### config.mk
export PLATFORM = sky130hd
export DESIGN_NAME = ioexp_top
export DESIGN_NICKNAME = d
export VERILOG_FILES = /design/src/rtl/ioexp_pkg.sv /design/src/rtl/ioexp_filter.sv /design/src/rtl/ioexp_bus.sv /design/src/rtl/ioexp_regs.sv /design/src/rtl/ioexp_top.sv
export SDC_FILE = /design/constraint.sdc
export NUM_CORES = 1
export LEC_CHECK = 0
export ABC_CLOCK_PERIOD_IN_PS = 5050
export BUFFER_PORTS_ARGS = -buffer_cell sky130_fd_sc_hd__buf_2
export CAP_MARGIN = 20
export CORE_MARGIN = 2
export CORE_UTILIZATION = 25
export CTS_CLUSTER_DIAMETER = 100
export CTS_CLUSTER_SIZE = 30
export DETAILED_ROUTE_END_ITERATION = 10
export PLACE_DENSITY = 0.43
export SKIP_LAST_GASP = 1
export SYNTH_ARGS = -nofsm -noshare
export SYNTH_HDL_FRONTEND = slang
export SYNTH_HIERARCHICAL = 1
export SYNTH_SLANG_ARGS = --single-unit
### constraint.sdc
create_clock -name clk -period 5.05 [get_ports clk]
set_clock_uncertainty 0.05 [all_clocks]
set_input_delay 0.505 -clock clk [delete_from_list [all_inputs] [get_ports clk]]
set_output_delay 0.505 -clock clk [all_outputs]
set_load 0.02 [all_outputs]
### src/rtl/ioexp_pkg.sv
package ioexp_pkg;
  localparam int BYTE_W = 8;
  localparam int SEL_W  = 2;

  typedef enum logic [SEL_W-1:0] {
    SEL_PINS = 2'd0,
    SEL_LAT  = 2'd1,
    SEL_POL  = 2'd2,
    SEL_DIR  = 2'd3
  } reg_sel_e;

  typedef enum logic [2:0] {
    ST_IDLE,
    ST_ADDR,
    ST_AACK,
    ST_WBYTE,
    ST_WACK,
    ST_RBYTE,
    ST_RACK
  } bus_st_e;
endpackage

### src/rtl/ioexp_filter.sv
module ioexp_filter #(
  parameter int SYNC_STAGES = 2,
  parameter int TAPS        = 3
) (
  input  logic clk,
  input  logic rst_n,
  input  logic line_i,
  output logic line_o
);
  logic [SYNC_STAGES-1:0] sync_q;
  logic [TAPS-1:0]        win_q;

  always_ff @(posedge clk or negedge rst_n) begin
    if (!rst_n) begin
      sync_q <= '1;
      win_q  <= '1;
      line_o <= 1'b1;
    end else begin
      sync_q <= {sync_q[SYNC_STAGES-2:0], line_i};
      win_q  <= {win_q[TAPS-2:0], sync_q[SYNC_STAGES-1]};
      if (&win_q)       line_o <= 1'b1;
      else if (~|win_q) line_o <= 1'b0;
    end
  end

  // the cleaned level needs a full stable window, so it never toggles twice in a row
  a_r2_no_back_to_back_toggle: assert property (@(posedge clk) disable iff (!rst_n)
    !$stable(line_o) |=> $stable(line_o));
endmodule

### src/rtl/ioexp_bus.sv
module ioexp_bus
  import ioexp_pkg::*;
#(
  parameter int         STRAP_W   = 3,
  parameter logic [6:0] ADDR_BASE = 7'h18
) (
  input  logic              clk,
  input  logic              rst_n,
  input  logic              scl_f,
  input  logic              sda_f,
  input  logic [STRAP_W-1:0] strap_i,
  input  logic [BYTE_W-1:0] rd_data_i,
  output logic              sda_oe_o,
  output logic              wr_stb_o,
  output logic [BYTE_W-1:0] wr_data_o,
  output logic [BYTE_W-1:0] cmd_o
);
  localparam int CNT_W = $clog2(BYTE_W + 1);

  bus_st_e           st_q;
  logic              scl_d, sda_d;
  logic [CNT_W-1:0]  cnt_q;
  logic [BYTE_W-1:0] sh_q, tx_q;
  logic              rw_q, cmd_ph_q, nack_q;
  logic              scl_rise, scl_fall, start_det, stop_det, byte_done, addr_hit;

  assign scl_rise  = scl_f & ~scl_d;
  assign scl_fall  = ~scl_f & scl_d;
  assign start_det = scl_f & scl_d & sda_d & ~sda_f;
  assign stop_det  = scl_f & scl_d & ~sda_d & sda_f;
  assign byte_done = (cnt_q == CNT_W'(BYTE_W));
  assign addr_hit  = (sh_q[BYTE_W-1:STRAP_W+1] == ADDR_BASE[6:STRAP_W]) &&
                     (sh_q[STRAP_W:1] == strap_i);

  always_ff @(posedge clk or negedge rst_n) begin
    if (!rst_n) begin
      st_q      <= ST_IDLE;
      scl_d     <= 1'b1;
      sda_d     <= 1'b1;
      cnt_q     <= '0;
      sh_q      <= '0;
      tx_q      <= '0;
      rw_q      <= 1'b0;
      cmd_ph_q  <= 1'b0;
      nack_q    <= 1'b0;
      sda_oe_o  <= 1'b0;
      wr_stb_o  <= 1'b0;
      wr_data_o <= '0;
      cmd_o     <= '0;
    end else begin
      scl_d    <= scl_f;
      sda_d    <= sda_f;
      wr_stb_o <= 1'b0;
      if (stop_det) begin
        st_q     <= ST_IDLE;
        sda_oe_o <= 1'b0;
      end else if (start_det) begin
        st_q     <= ST_ADDR;
        cnt_q    <= '0;
        sda_oe_o <= 1'b0;
      end else begin
        case (st_q)
          ST_ADDR, ST_WBYTE: begin
            if (scl_rise) begin
              sh_q  <= {sh_q[BYTE_W-2:0], sda_f};
              cnt_q <= cnt_q + CNT_W'(1);
            end else if (scl_fall && byte_done) begin
              if (st_q == ST_ADDR) begin
                if (addr_hit) begin
                  sda_oe_o <= 1'b1;
                  rw_q     <= sh_q[0];
                  st_q     <= ST_AACK;
                end else begin
                  st_q <= ST_IDLE;
                end
              end else begin
                sda_oe_o <= 1'b1;
                st_q     <= ST_WACK;
                if (cmd_ph_q) begin
                  cmd_o <= sh_q;
                end else begin
                  wr_stb_o  <= 1'b1;
                  wr_data_o <= sh_q;
                end
              end
            end
          end
          ST_AACK: begin
            if (scl_fall) begin
              cnt_q <= '0;
              if (rw_q) begin
                tx_q     <= {rd_data_i[BYTE_W-2:0], 1'b0};
                sda_oe_o <= ~rd_data_i[BYTE_W-1];
                st_q     <= ST_RBYTE;
              end else begin
                sda_oe_o <= 1'b0;
                cmd_ph_q <= 1'b1;
                st_q     <= ST_WBYTE;
              end
            end
          end
          ST_WACK: begin
            if (scl_fall) begin
              sda_oe_o <= 1'b0;
              cnt_q    <= '0;
              cmd_ph_q <= 1'b0;
              st_q     <= ST_WBYTE;
            end
          end
          ST_RBYTE: begin
            if (scl_rise) begin
              cnt_q <= cnt_q + CNT_W'(1);
            end else if (scl_fall) begin
              if (byte_done) begin
                sda_oe_o <= 1'b0;
                st_q     <= ST_RACK;
              end else begin
                sda_oe_o <= ~tx_q[BYTE_W-1];
                tx_q     <= {tx_q[BYTE_W-2:0], 1'b0};
              end
            end
          end
          ST_RACK: begin
            if (scl_rise) begin
              nack_q <= sda_f;
            end else if (scl_fall) begin
              if (nack_q) begin
                st_q <= ST_IDLE;
              end else begin
                cnt_q    <= '0;
                tx_q     <= {rd_data_i[BYTE_W-2:0], 1'b0};
                sda_oe_o <= ~rd_data_i[BYTE_W-1];
                st_q     <= ST_RBYTE;
              end
            end
          end
          default: st_q <= ST_IDLE;
        endcase
      end
    end
  end

  a_r3_stop_releases_bus: assert property (@(posedge clk) disable iff (!rst_n)
    stop_det |=> (st_q == ST_IDLE) && !sda_oe_o);
  a_r4_idle_never_drives: assert property (@(posedge clk) disable iff (!rst_n)
    (st_q == ST_IDLE) |-> !sda_oe_o);
  a_r5_write_with_ack: assert property (@(posedge clk) disable iff (!rst_n)
    wr_stb_o |-> (st_q == ST_WACK) && sda_oe_o);
  a_r10_drive_only_when_owner: assert property (@(posedge clk) disable iff (!rst_n)
    sda_oe_o |-> (st_q == ST_AACK) || (st_q == ST_WACK) || (st_q == ST_RBYTE));
endmodule

### src/rtl/ioexp_regs.sv
module ioexp_regs
  import ioexp_pkg::*;
(
  input  logic              clk,
  input  logic              rst_n,
  input  logic [BYTE_W-1:0] pin_i,
  input  logic              wr_stb_i,
  input  logic [BYTE_W-1:0] wr_data_i,
  input  logic [BYTE_W-1:0] cmd_i,
  output logic [BYTE_W-1:0] rd_data_o,
  output logic [BYTE_W-1:0] pin_oe_o,
  output logic [BYTE_W-1:0] pin_do_o
);
  logic [BYTE_W-1:0] pin_s1_q, pin_s2_q, lat_q, pol_q, dir_q;
  logic              cmd_ok;
  reg_sel_e          sel;

  assign cmd_ok = (cmd_i[BYTE_W-1:SEL_W] == '0);
  assign sel    = reg_sel_e'(cmd_i[SEL_W-1:0]);

  always_ff @(posedge clk or negedge rst_n) begin
    if (!rst_n) begin
      pin_s1_q <= '0;
      pin_s2_q <= '0;
      lat_q    <= '0;
      pol_q    <= '0;
      dir_q    <= '1;
    end else begin
      pin_s1_q <= pin_i;
      pin_s2_q <= pin_s1_q;
      if (wr_stb_i && cmd_ok) begin
        case (sel)
          SEL_LAT: lat_q <= wr_data_i;
          SEL_POL: pol_q <= wr_data_i;
          SEL_DIR: dir_q <= wr_data_i;
          default: ;
        endcase
      end
    end
  end

  always_comb begin
    rd_data_o = '0;
    if (cmd_ok) begin
      case (sel)
        SEL_PINS: rd_data_o = pin_s2_q ^ pol_q;
        SEL_LAT:  rd_data_o = lat_q;
        SEL_POL:  rd_data_o = pol_q;
        SEL_DIR:  rd_data_o = dir_q;
        default:  rd_data_o = '0;
      endcase
    end
  end

  for (genvar b = 0; b < BYTE_W; b++) begin : g_pin
    assign pin_oe_o[b] = ~dir_q[b];
    assign pin_do_o[b] = dir_q[b] ? 1'b0 : lat_q[b];
  end

  a_r6_ignored_write_stable: assert property (@(posedge clk) disable iff (!rst_n)
    (wr_stb_i && (!cmd_ok || sel == SEL_PINS)) |=> $stable(lat_q) && $stable(pol_q) && $stable(dir_q));
  a_r7_dir_moves_on_dir_write: assert property (@(posedge clk) disable iff (!rst_n)
    !(wr_stb_i && cmd_ok && sel == SEL_DIR) |=> $stable(pin_oe_o));
  a_r7_inputs_not_driven: assert property (@(posedge clk) disable iff (!rst_n)
    ((~pin_oe_o) & pin_do_o) == '0);
endmodule

### src/rtl/ioexp_top.sv
module ioexp_top
  import ioexp_pkg::*;
#(
  parameter int         STRAP_W     = 3,
  parameter logic [6:0] ADDR_BASE   = 7'h18,
  parameter int         SYNC_STAGES = 2,
  parameter int         FILT_TAPS   = 3
) (
  input  logic               clk,
  input  logic               rst_n,
  input  logic               scl_i,
  input  logic               sda_i,
  output logic               sda_oe_o,
  input  logic [STRAP_W-1:0] strap_i,
  input  logic [BYTE_W-1:0]  pin_i,
  output logic [BYTE_W-1:0]  pin_oe_o,
  output logic [BYTE_W-1:0]  pin_do_o
);
  localparam int LINES = 2;

  logic [LINES-1:0]  raw, clean;
  logic              wr_stb;
  logic [BYTE_W-1:0] wr_data, cmd, rd_data;

  assign raw = {sda_i, scl_i};

  for (genvar l = 0; l < LINES; l++) begin : g_filt
    ioexp_filter #(.SYNC_STAGES(SYNC_STAGES), .TAPS(FILT_TAPS)) u_filt (
      .clk(clk), .rst_n(rst_n), .line_i(raw[l]), .line_o(clean[l])
    );
  end

  ioexp_bus #(.STRAP_W(STRAP_W), .ADDR_BASE(ADDR_BASE)) u_bus (
    .clk(clk), .rst_n(rst_n), .scl_f(clean[0]), .sda_f(clean[1]),
    .strap_i(strap_i), .rd_data_i(rd_data), .sda_oe_o(sda_oe_o),
    .wr_stb_o(wr_stb), .wr_data_o(wr_data), .cmd_o(cmd)
  );

  ioexp_regs u_regs (
    .clk(clk), .rst_n(rst_n), .pin_i(pin_i), .wr_stb_i(wr_stb),
    .wr_data_i(wr_data), .cmd_i(cmd), .rd_data_o(rd_data),
    .pin_oe_o(pin_oe_o), .pin_do_o(pin_do_o)
  );
endmodule

-- After elaboration in Yosys (flattened, before gate mapping)
Cells that the tools add are included.
- flip-flop bits (word level): 98
- input bits: 15
- output and inout bits: 17
- word-level logic and storage cells: 193
- add/subtract/negate cells: 1
- equality and inequality tests: 40
- multiplexer cells: 72
- bitwise gates (word level): 27
- reduce and logical (&&, ||, !) cells: 29
- operators with widths (operator ; number):
    8-bit two-way mux ; 9
    3-bit two-way mux ; 14
    1-bit two-way mux ; 36
    8-bit case mux with 4 select lines ; 1
    7-bit AND reduction ; 4
    4-bit two-way mux ; 6
    4-bit by 1-bit != test with 1-bit output, second input constant ; 6
    8-bit case mux with 3 select lines ; 1
    11-bit AND reduction ; 2
    1-bit NOT ; 19
    4-bit != test, second input constant ; 4
    3-bit case mux with 5 select lines ; 1
    2-bit by 1-bit != test with 1-bit output, second input constant ; 7
    4-bit case mux with 3 select lines ; 1
    2-bit != test, second input constant ; 5
    3-bit equality test, second input constant ; 3
    3-bit by 1-bit != test with 1-bit output, second input constant ; 3
    9-bit AND reduction ; 1
    3-bit OR reduction ; 3
    4-bit AND reduction ; 2
    8-bit bitwise XOR ; 1
    1-bit AND ; 7
    7-bit nonzero test ; 1
    3-bit by 2-bit equality test with 1-bit output, second input constant ; 2
    22 further kinds ; 30

-- Logic depth before layout (Yosys ltp)
- word-level depth: 10
- depth in mapped cells: 9
- gate-level depth less buffers: 8

-- Modules after synthesis
Netlist, hierarchy kept.
- modules (own cells, without submodules) (module ; instances ; cells an instance ; area each (um^2) ; seq. area each (um^2)):
    ioexp_bus ; 1 ; 198 ; 2298.5 ; 1128.6
    ioexp_regs ; 1 ; 132 ; 1828.0 ; 1011.0
    ioexp_filter ; 2 ; 10 ; 176.4 ; 157.7

-- Least setup slack after synthesis
Ideal clock, no wire load.
- kind: flip-flop to flip-flop
- start: register u_bus.scl_d
- end: register u_bus.st_q[0]
- library setup time: 122 ps
- arrival time: 1812 ps
- data required time: 4878 ps
- slack: 3066 ps
- cell stages (with the launch flop): 8
- path buffers: 2
- period minus slack after synthesis: 1984 ps
- cell sequence: dfstp_2 -> buf_2 -> nor4bb_1 -> buf_6 -> a31oi_4 -> nand2_2 -> or4_4 -> a32o_1
- word-level cells in the longest chain between the ends: 5
- elaborated cells on any way between the ends: 21
- those cells by class: eq/ne: 9; mux: 2; bitwise: 8; reduce/logical: 2
- ends and longest elaborated chain (what ; RTL line ; RTL):
    from (decl) ; ioexp_bus.sv:21 ; logic scl_d, sda_d;
    from (signal assigned) ; ioexp_bus.sv:51 ; scl_d <= scl_f;
    1-bit AND ; ioexp_bus.sv:29, ioexp_bus.sv:30 ;
    1-bit AND (on tied branches) (2 in series) ; ioexp_bus.sv:30, ioexp_bus.sv:29 ;
    4-bit != test (no line) (tied with other cells) ; - ;
    9-bit AND reduction (no line) / 3-bit two-way mux (equally long branches) ; - ;
    to (signal assigned) ; ioexp_bus.sv:37 ; st_q <= ST_IDLE;
    to (signal assigned) ; ioexp_bus.sv:55 ; st_q <= ST_IDLE;
    to (signal assigned) ; ioexp_bus.sv:58 ; st_q <= ST_ADDR;
    to (decl) ; ioexp_bus.sv:20 ; bus_st_e st_q;
Several ways; a longest one is shown, not always the timed one.
A chain may end at the register's enable or synchronous reset.

-- Worst setup path after layout
- start: register u_bus.cmd_o[1]
- end: register u_bus.tx_q[6]
- word-level cells in the longest chain between the ends: 7
- elaborated cells on any way between the ends: 12
- those cells by class: eq/ne: 3; mux: 8; reduce/logical: 1
- ends and longest elaborated chain (what ; RTL line ; RTL):
    from (decl) ; ioexp_bus.sv:16 ; output logic [BYTE_W-1:0] cmd_o
    from (signal assigned) ; ioexp_bus.sv:80 ; cmd_o <= sh_q;
    2-bit equality test (tied with other cells) ; ioexp_regs.sv:45 ; case (sel)
    8-bit case mux with 4 select lines * ; ioexp_regs.sv:45 ;
    8-bit two-way mux * ; ioexp_regs.sv:44 ; if (cmd_ok) begin
    via rd_data[5] ; ioexp_top.sv:23 ; logic [BYTE_W-1:0] wr_data, cmd, rd_data;
    8-bit two-way mux ; ioexp_bus.sv:127 ; if (nack_q) begin
    8-bit two-way mux ; ioexp_bus.sv:126 ; end else if (scl_fall) begin
    8-bit two-way mux ; ioexp_bus.sv:124 ; if (scl_rise) begin
    8-bit case mux with 3 select lines * ; ioexp_bus.sv:62 ; case (st_q)
    to (signal assigned) ; ioexp_bus.sv:92 ; tx_q <= {rd_data_i[BYTE_W-2:0], 1'b0};
    to (signal assigned) ; ioexp_bus.sv:119 ; tx_q <= {tx_q[BYTE_W-2:0], 1'b0};
    to (signal assigned) ; ioexp_bus.sv:131 ; tx_q <= {rd_data_i[BYTE_W-2:0], 1'b0};
    to (decl) ; ioexp_bus.sv:23 ; logic [BYTE_W-1:0] sh_q, tx_q;
Mark *: on every way through the listed nets, which the timed path passes. The rest lies on a longest branch. The select of a mux whose other input is x is not followed.

==> results.cfg <==
[floorplan]
area_of_the_core_um2 = 17400
vertical_extent_of_the_die_um = 138
num_io_pins = 32
floorplan.rows = 48
die_w_um = 138
floorplan.initialDensity_pct = 25.7
floorplan.die_area_um2 = 19000

[setup_path]
worstReg2RegStart = u_bus/cmd_o[1]
timing.critical_path.mode_cell = sky130_fd_sc_hd__mux2_2
r2r_slack_ns = 2.75
critical-path-max-stage-delay_ns = 0.85
setup.worst_path.end_class = register
highest_net_fanout_along_the_worst_path = 20
timing.critical_path.cells = mux2_2 > mux2i_1 > nor2_1 > mux2_2 > mux2_1
worstRegToRegCells = 5
critical_path_required_ns = 5.23
timing.critical_path.arrival_ns = 2.48
kind_of_start_point_of_the_critical_path = register
r2r-end = u_bus/tx_q[6]
timing.critical_path.slowest_stage_cell = sky130_fd_sc_hd__dfrtp_1
setup.worst_path.class = register to register

[cts]
clkTransAtPathRegs_ns = 0.07
cts_resized = 0
clkLatencyLatePin_ns = 0.35
cts.htree.levels = 3
ctsHoldBuffers = 0
ctsLongestPathBuffers = 2
numCtsBuffers = 9
root_buffer = sky130_fd_sc_hd__clkbuf_16
cts_post_setup_buffers_inserted = 0
cts_sinks = 97
tritoncts = built

[yosys]
postSynthAreaPerCell_um2 = 12.8
synth_top_area_cells = sky130_fd_sc_hd__dfrtp_1 42%, sky130_fd_sc_hd__dfstp_2 13%, sky130_fd_sc_hd__mux2_2 13%, sky130_fd_sc_hd__mux2_4 2.7%, sky130_fd_sc_hd__mux2_1 2.3%
postSynthRegisterBits = 97
yosysUniqueCellTypes = 55
yosysMostFrequentCell = sky130_fd_sc_hd__dfrtp_1
postSynth.topFlopCell = sky130_fd_sc_hd__dfrtp_1
netlist_area_um2 = 4480
synthCells = 350
async_sr_flop_fraction_pct = 100
synth.largest_area_cell = sky130_fd_sc_hd__dfrtp_1
number_of_enable_type_register_cells_in_the_synthesized_netlist = 0
synth_top_cells_by_count = 75 x sky130_fd_sc_hd__dfrtp_1, 51 x sky130_fd_sc_hd__mux2_2, 22 x sky130_fd_sc_hd__dfstp_2
fraction_of_the_yosys_area_taken_by_sequential_cells_pct = 54.8
area_share_of_the_leading_cell_type_in_the_synthesized_netlist_pct = 41.9
mappedNetlistNets = 367
yosysWarningCount = 6

[routing]
routed_via_density = 4.34
detailed_router_s_first_iteration_violation_count = 121
totalWireLength_um = 8900
avgRoutedWirePerCell_um = 14.6
vias = 2652
top_layer = met4
met3_wire_len_um = 319
drt-pass1-iter-count = 4
route.detailed.drc = 0
final_antenna_net_count = 0
met1_routed_length_um = 4380
met2_length_um = 4050

[sta]
setup_violations = 0
max_freq_mhz = 434
timing.final.crit_share_pct = 45.6
final_setup_tns_ns = 0
slew-limit-headroom_pct = 44.4
grt_setup_unrepaired = no
final_hold_violation_count = 0
measured_slew_at_the_worst_slew_check_pin_ns = 0.828
final_max_slew_viol_count = 0
final.min_clock_period_ns = 2.30

[pwr]
total_power_w = 0.00173
vdd_ir_drop_max_v = 0.000204
power_density_nw_per_um2 = 338
cellLeakagePower_nw = 2.30

[final_layout]
synthToLayoutAreaGrowth_pct = 14.4
utilization_pct = 29.4
nFillCells = 1801
finish.net_count = 398
multi_input_area_um2 = 1890
antenna_cells_inserted = 0
regArea_um2 = 2450
final_layout_size_suffix_gt1_share_pct = 36.8

[global_routing]
first_pass_grt_wire_length_um = 14700
grt-ovfl-total = 0
groute.usage.overall_pct = 10.3
vias_in_the_first_global_route = 2693
grt_max_degree = 59
antenna_found_initial = 0

[worst_hold_path]
min_path_type = input port to async pin

[status]
status = finished, final reports clean

[placed_design]
place_hpwl_um = 6120
gp_congestion = 0.712
portBuffers = 31

[flow_run]
timing.max_cap.violations = 0
==> cell usage in the layout, fill, tap and decap left out, types with 9 or more instances in the layout <==
master	instances
sky130_fd_sc_hd__nor2_1	21
sky130_fd_sc_hd__mux2_2	51
sky130_fd_sc_hd__mux2_1	9
sky130_fd_sc_hd__dfstp_2	22
sky130_fd_sc_hd__inv_1	15
sky130_fd_sc_hd__nand2_1	13
sky130_fd_sc_hd__xnor2_1	11
sky130_fd_sc_hd__buf_2	30
sky130_fd_sc_hd__nor2b_1	14
sky130_fd_sc_hd__nand2b_1	15
sky130_fd_sc_hd__clkbuf_16	9
sky130_fd_sc_hd__mux2i_1	10
sky130_fd_sc_hd__dfrtp_1	75
==> registers in the layout, summed over array words and instances, names as in the netlist <==
name / cells
u_bus/sda_oe_o: 1
u_bus/wr_stb_o: 1
u_bus/tx_q: 7
g_filt.u_filt/line_o: 2
u_regs/pin_s2_q: 8
u_bus/scl_d: 1
u_bus/nack_q: 1
u_bus/sda_d: 1
u_regs/pol_q: 8
u_regs/pin_s1_q: 8
g_filt.u_filt/sync_q: 4
u_bus/rw_q: 1
u_bus/cmd_o: 8
u_bus/cmd_ph_q: 1
u_regs/lat_q: 8
u_bus/st_q: 3
u_regs/dir_q: 8
u_bus/wr_data_o: 8
u_bus/cnt_q: 4
u_bus/sh_q: 8
g_filt.u_filt/win_q: 6
==> layout make-up <==
type	count	area share [%]
multi-input cells	225	36.8
well taps	225	5.49
inverters	15	1.10
flip-flops and latches	97	47.9
clock inverters	6	0.854
repair buffers	33	3.37
clock buffers	10	4.47
==> per-layer routing <==
layer,global-route usage [%],vias up
met5,0,-
met4,4.42,0
met3,2.81,7
met2,15.5,32
met1,14.0,1328
li1,-,1285
==> metrics by stage <==
| step | cell area [um2] | instances | setup WS, ns | hold slack (ns) |
|---|---|---|---|---|
| after floorplan | 4480 | 350 | 3.07 | 0.159 |
| after global placement | 4840 | 594 | 2.71 | 0.283 |
| after detailed placement | 4850 | 595 | 2.75 | 0.285 |
| after CTS | 5120 | 611 | 2.74 | 0.183 |
| after global routing | 5120 | 611 | 2.58 | 0.179 |
| final | 5120 | 611 | 2.75 | 0.162 |
==> power breakdown <==
group	total (W)	internal, W	switching [W]
combinational	0.000186	0.0000866	0.0000996
sequential	0.000910	0.000833	0.0000777
clock	0.000636	0.000336	0.000301
total	0.00173	0.00125	0.000478
==> cells by family (layout without fill, tap and decap cells) <==
kind of cell             count (synthesis)  after routing  share of synthesized area [%]
AO/OA/AOI/OAI                           39             39                           6.03
XOR/XNOR                                11             11                           2.15
adder cells (fa/ha/maj)                  3              3                          0.782
buffers and inverters                   28             64                           3.21
flip-flops                              97             97                           54.8
multiplexers                            78             78                           20.0
AND/OR/NAND/NOR                         94             94                           13.0
==> how the worst max path moves through the flow <==
stage / from / end / slack, ns / cells after the start
4_1_cts: u_bus/cmd_o[1] / u_bus/tx_q[6] / 2.74 / 5
5_1_grt: u_bus/st_q[0] / u_bus/cnt_q[3] / 2.58 / 5
6_report: u_bus/cmd_o[1] / u_bus/tx_q[6] / 2.75 / 5
3_5_place_dp: u_bus/cmd_o[1] / u_bus/tx_q[6] / 2.75 / 5
3_3_place_gp: g_filt[0].u_filt/line_o / u_bus/st_q[2] / 2.71 / 5
2_1_floorplan: u_bus/scl_d / u_bus/st_q[0] / 3.07 / 7
==> critical path: cells and delay by family, from the launching register on <==
kind          cells  cell delay [ns]
flops             1             0.85
mux               4             1.20
simple gates      1             0.08
Note: power is estimated with default switching activity, not from simulation.
